**config.mk**
```make
export PLATFORM = sky130hd
export DESIGN_NAME = nco_baud_tick
export DESIGN_NICKNAME = d
export VERILOG_FILES = /design/src/rtl/nco_tick_pkg.sv /design/src/rtl/nco_ctrl_reg.sv /design/src/rtl/nco_phase_acc.sv /design/src/rtl/nco_char_fsm.sv /design/src/rtl/nco_baud_tick.sv
export SDC_FILE = /design/constraint.sdc
export NUM_CORES = 1
export LEC_CHECK = 0
export BUFFER_PORTS_ARGS = -buffer_cell sky130_fd_sc_hd__buf_2
export CORE_MARGIN = 2
export CORE_UTILIZATION = 25
export DETAILED_ROUTE_END_ITERATION = 12
export PLACE_DENSITY_LB_ADDON = 0.12
export RECOVER_POWER = 25
export SLEW_MARGIN = 10
export SYNTH_ARGS = -nofsm -noshare
export SYNTH_HDL_FRONTEND = slang
export SYNTH_HIERARCHICAL = 1
export SYNTH_SLANG_ARGS = --single-unit
```
**constraint.sdc**
```tcl
create_clock -name clk_i -period 5.28 [get_ports clk_i]
set_input_delay 0.792 -clock clk_i [delete_from_list [all_inputs] [get_ports clk_i]]
set_output_delay 0.792 -clock clk_i [all_outputs]
set_load 0.05 [all_outputs]
```
**src/rtl/nco_tick_pkg.sv**
```systemverilog
package nco_tick_pkg;

    typedef enum logic [1:0] {
        ST_IDLE = 2'd0,
        ST_RUN  = 2'd1,
        ST_LAST = 2'd2
    } tick_state_e;

endpackage

```
**src/rtl/nco_ctrl_reg.sv**
```systemverilog
module nco_ctrl_reg #(
    parameter int WORD_W  = 32,
    parameter int NCO_W   = 16,
    parameter int NCO_LSB = 16,
    parameter int EN_BIT  = 0
) (
    input  logic              clk_i,
    input  logic              rst_ni,
    input  logic              we_i,
    input  logic [WORD_W-1:0] wdata_i,
    output logic [NCO_W-1:0]  nco_q_o,
    output logic              tx_en_q_o,
    output logic              load_o,
    output logic              load_run_o
);

    logic [NCO_W-1:0] nco_field;
    logic             en_field;

    assign nco_field  = wdata_i[NCO_LSB +: NCO_W];
    assign en_field   = wdata_i[EN_BIT];
    assign load_o     = we_i;
    assign load_run_o = en_field && (nco_field != '0);

    always_ff @(posedge clk_i or negedge rst_ni) begin
        if (!rst_ni) begin
            nco_q_o   <= '0;
            tx_en_q_o <= 1'b0;
        end else if (we_i) begin
            nco_q_o   <= nco_field;
            tx_en_q_o <= en_field;
        end
    end

endmodule

```
**src/rtl/nco_phase_acc.sv**
```systemverilog
module nco_phase_acc #(
    parameter int ACC_W = 20,
    parameter int NCO_W = 16
) (
    input  logic             clk_i,
    input  logic             rst_ni,
    input  logic             clear_i,
    input  logic             advance_i,
    input  logic [NCO_W-1:0] step_i,
    output logic             carry_o
);

    localparam int PAD_W = ACC_W - NCO_W;

    logic [ACC_W-1:0] acc_q;
    logic [ACC_W:0]   sum;

    assign sum     = {1'b0, acc_q} + {1'b0, {PAD_W{1'b0}}, step_i};
    assign carry_o = advance_i && !clear_i && sum[ACC_W];

    always_ff @(posedge clk_i or negedge rst_ni) begin
        if (!rst_ni) begin
            acc_q <= '0;
        end else if (clear_i) begin
            acc_q <= '0;
        end else if (advance_i) begin
            acc_q <= sum[ACC_W-1:0];
        end
    end

endmodule

```
**src/rtl/nco_char_fsm.sv**
```systemverilog
module nco_char_fsm
    import nco_tick_pkg::*;
#(
    parameter int CHAR_BITS = 10
) (
    input  logic clk_i,
    input  logic rst_ni,
    input  logic load_i,
    input  logic load_run_i,
    input  logic carry_i,
    output logic advance_o,
    output logic bit_tick_o,
    output logic char_tick_o
);

    localparam int CNT_W = $clog2(CHAR_BITS);
    localparam logic [CNT_W-1:0] PRE_LAST = CNT_W'(CHAR_BITS - 2);

    tick_state_e      state_q, state_d;
    logic [CNT_W-1:0] cnt_q, cnt_d;

    // Next-state and bit-count logic
    always_comb begin
        state_d = state_q;
        cnt_d   = cnt_q;
        if (load_i) begin
            state_d = load_run_i ? ST_RUN : ST_IDLE;
            cnt_d   = '0;
        end else begin
            unique case (state_q)
                ST_IDLE: begin
                    state_d = ST_IDLE;
                end
                ST_RUN: begin
                    if (carry_i) begin
                        cnt_d = cnt_q + 1'b1;
                        if (cnt_q == PRE_LAST) begin
                            state_d = ST_LAST;
                        end
                    end
                end
                ST_LAST: begin
                    if (carry_i) begin
                        cnt_d   = '0;
                        state_d = ST_RUN;
                    end
                end
                default: begin
                    state_d = ST_IDLE;
                    cnt_d   = '0;
                end
            endcase
        end
    end

    // State register
    always_ff @(posedge clk_i or negedge rst_ni) begin
        if (!rst_ni) begin
            state_q <= ST_IDLE;
            cnt_q   <= '0;
        end else begin
            state_q <= state_d;
            cnt_q   <= cnt_d;
        end
    end

    assign advance_o = (state_q != ST_IDLE);

    // Output strobes
    always_ff @(posedge clk_i or negedge rst_ni) begin
        if (!rst_ni) begin
            bit_tick_o  <= 1'b0;
            char_tick_o <= 1'b0;
        end else if (load_i) begin
            bit_tick_o  <= 1'b0;
            char_tick_o <= 1'b0;
        end else begin
            bit_tick_o  <= carry_i && (state_q != ST_IDLE);
            char_tick_o <= carry_i && (state_q == ST_LAST);
        end
    end

endmodule

```
**src/rtl/nco_baud_tick.sv**
```systemverilog
module nco_baud_tick #(
    parameter int WORD_W    = 32,
    parameter int NCO_W     = 16,
    parameter int NCO_LSB   = 16,
    parameter int EN_BIT    = 0,
    parameter int ACC_W     = 20,
    parameter int CHAR_BITS = 10
) (
    input  logic              clk_i,
    input  logic              rst_ni,
    input  logic              ctrl_we_i,
    input  logic [WORD_W-1:0] ctrl_wdata_i,
    output logic              bit_tick_o,
    output logic              char_tick_o
);

    logic [NCO_W-1:0] nco_q;
    logic             tx_en_q;
    logic             load;
    logic             load_run;
    logic             advance;
    logic             carry;

    nco_ctrl_reg #(
        .WORD_W (WORD_W),
        .NCO_W  (NCO_W),
        .NCO_LSB(NCO_LSB),
        .EN_BIT (EN_BIT)
    ) u_ctrl (
        .clk_i     (clk_i),
        .rst_ni    (rst_ni),
        .we_i      (ctrl_we_i),
        .wdata_i   (ctrl_wdata_i),
        .nco_q_o   (nco_q),
        .tx_en_q_o (tx_en_q),
        .load_o    (load),
        .load_run_o(load_run)
    );

    nco_phase_acc #(
        .ACC_W(ACC_W),
        .NCO_W(NCO_W)
    ) u_acc (
        .clk_i    (clk_i),
        .rst_ni   (rst_ni),
        .clear_i  (load),
        .advance_i(advance),
        .step_i   (nco_q),
        .carry_o  (carry)
    );

    nco_char_fsm #(
        .CHAR_BITS(CHAR_BITS)
    ) u_fsm (
        .clk_i      (clk_i),
        .rst_ni     (rst_ni),
        .load_i     (load),
        .load_run_i (load_run),
        .carry_i    (carry),
        .advance_o  (advance),
        .bit_tick_o (bit_tick_o),
        .char_tick_o(char_tick_o)
    );

endmodule

```
==> metrics.yaml <==
path_buf_inv: 0
status: "finished with violations"
cts_buffers: 5
n_fill_cell: 1170
fp.dieW_um: 110
crit_family: "compound AO/OA/AOI/OAI gates"
violations: "capacitance limit, slew limit"
grt_pass1_wl_um: 11400
arrival_ns: 3.42
grt-ovfl-total: 0
drtPass1Iterations: 4
gp_congestion: 0.786
postRouteAntennaNets: 0
area_delta_synth_final_pct: 11.5
cts_setup_buffers: 0
ir_drop_mv: 0.116
drive_gt1_share_pct: 19.2
synthesis.area_um2: 2800
endpoint_kind: "flip-flop"
nets: 345
start_util_pct: 25.7
clkTransAtPathRegs_ns: 0.10
drt-initial-drc-count: 78
clock-sinks: 44
die_area_um2: 12000
grt_util_all_layers_pct: 12.4
setup_tns_ns: 0
finalClockSkew_ns: 0.0153
wl_met1_um: 3530
cts_resized: 0
hold_violations: 0
wl_um: 6730
via_per_inst: 4.80
slew-limit-headroom_pct: -64.2
grt_pass1_vias: 2140
cts_tree: "built"
syn_inst: 273
die_h_um: 110
slowest_stage: "a21oi_1"
avgSynthCellArea_um2: 10.2
max-cap-violations: 1
max_freq_ghz: 0.317
dp_hpwl_um: 4890
slowest_delay_ns: 0.73
ioPinCount: 37
top_layer: "met4"
fin_util_pct: 28.6
worstPathCellList: "ha_1, fa_1, a211oi_1, o21a_2, a211oi_4, o21bai_1, a21oi_1, nand2b_4, or4_1, nand3_1"
grt_setup_unrepaired: "false"
critical_path_class: "reg2reg"
syn_nets: 327
drc_errors: 0
portBuffers: 21
wl_per_cell_um: 15.6
hp-class: "reg2reg"
holdWs_ns: 0.513
clk_latency_ns: 0.32
htreeDepth: 2
cts_root_buffer: "clkbuf_8"
final_area_um2: 3120
fp-row-count: 38
grt_start_max_net_pins: 47
num_vias: 2075
cellLeakagePower_nw: 1.41
critPathLaunchType: "flip-flop"
wl_met2_um: 2980
wl_met3_um: 157
cts_hold_buf: 0
antenna_found_initial: 0
powerDensity_nw_per_um2: 318
ys_warn_count: 6
place_area_um2: 3000
cp.required_ns: 5.54
core-area_um2: 10900
final_max_slew_viol_count: 45
worst_pin_slew_ns: 2.46
min_period_ns: 3.15
setup_viol: 0
path_max_fanout: 11
clockBufferDepth: 2
post-route-period-util_pct: 59.7
n_antenna_cell: 0
==> area by class of cell <==
cell class                      count  area, um^2  area share (%)
Sequential cell                    44        1100            35.3
Inverter                            8        30.0           0.963
Timing Repair Buffer               22         111            3.57
Multi-Input combinational cell    210        1580            50.8
Tap cell                          140         175            5.62
Clock inverter                      3        47.5            1.52
Clock buffer                        5        68.8            2.21
==> worst paths after layout <==
check / from / cells after the start / slack (ns) / endpoint
min in group asynchronous: rst_ni / 1 / 1.22 / u_ctrl/nco_q_o[15]$_DFFE_PN0P_
max in group asynchronous: rst_ni / 1 / 2.65 / u_acc/acc_q[7]$_DFFE_PN0P_
hold / removal: u_acc/acc_q[15]$_DFFE_PN0P_ / 1 / 0.51 / u_acc/acc_q[15]$_DFFE_PN0P_
setup reg to reg: u_ctrl/nco_q_o[0]$_DFFE_PN0P_ / 10 / 2.13 / u_fsm/cnt_q[3]$_DFFE_PN0P_
setup / recovery: u_ctrl/nco_q_o[0]$_DFFE_PN0P_ / 10 / 2.13 / u_fsm/cnt_q[3]$_DFFE_PN0P_
hold reg to reg: u_acc/acc_q[15]$_DFFE_PN0P_ / 1 / 0.51 / u_acc/acc_q[15]$_DFFE_PN0P_
==> state kept, by name, indices dropped and copies added, names as in the netlist <==
register	count
u_fsm/bit_tick_o	1
u_fsm/char_tick_o	1
u_fsm/state_q	2
u_acc/acc_q	20
u_fsm/cnt_q	4
u_ctrl/nco_q_o	16
==> placed cells by master, fill, tap and decap left out, types with 2 or more instances in the layout <==
master	n
xor2_1	3
a22o_1	4
nor3b_1	2
inv_1	8
clkbuf_8	5
o211ai_1	4
mux2i_1	7
o41ai_2	2
nand4b_1	2
mux2_4	10
a21oi_1	26
nor4_1	4
mux2_1	3
o21a_1	3
or4_1	2
a211oi_1	4
nand2_1	17
clkinv_4	2
and3_1	2
o31ai_1	2
o21ai_0	9
a21o_1	3
nor2b_1	5
a2111oi_1	2
xnor2_1	6
nand3_1	13
mux2_2	7
o21ai_1	2
ha_1	18
dfrtp_1	44
nor2_1	24
buf_2	20
==> power breakdown <==
part | leakage (nW) | switching, mW | total [mW] | internal, mW
clock network | 0.0583 | 0.137 | 0.280 | 0.143
logic | 0.789 | 0.184 | 0.318 | 0.134
registers | 0.566 | 0.0231 | 0.394 | 0.371
==> worst reg2reg max path, delay by kind of cell, from the launching register on <==
kind | cells | cell delay, ns
adders and majority gates | 2 | 0.47
DFF | 1 | 0.36
AOI/OAI and AO/OA | 5 | 1.60
and+or+nand+nor | 3 | 0.68
==> stage by stage <==
stage | instances | power [mW] | worst slack [ns]
3_3_place_gp | 424 | 0.720 | 2.15
5_1_grt | 432 | 1.07 | 1.86
2_1_floorplan | 273 | 0.644 | 2.76
6_report | 432 | 0.992 | 2.13
3_5_place_dp | 424 | 0.721 | 2.16
4_1_cts | 432 | 1.01 | 2.13
==> routing by layer <==
layer	GRT usage, %	vias up
met2	19.2	22
met1	17.4	1009
met3	2.67	4
met4	3.25	0
met5	0	-
li1	-	1040
No activity file was read; power rests on OpenSTA's default activity.
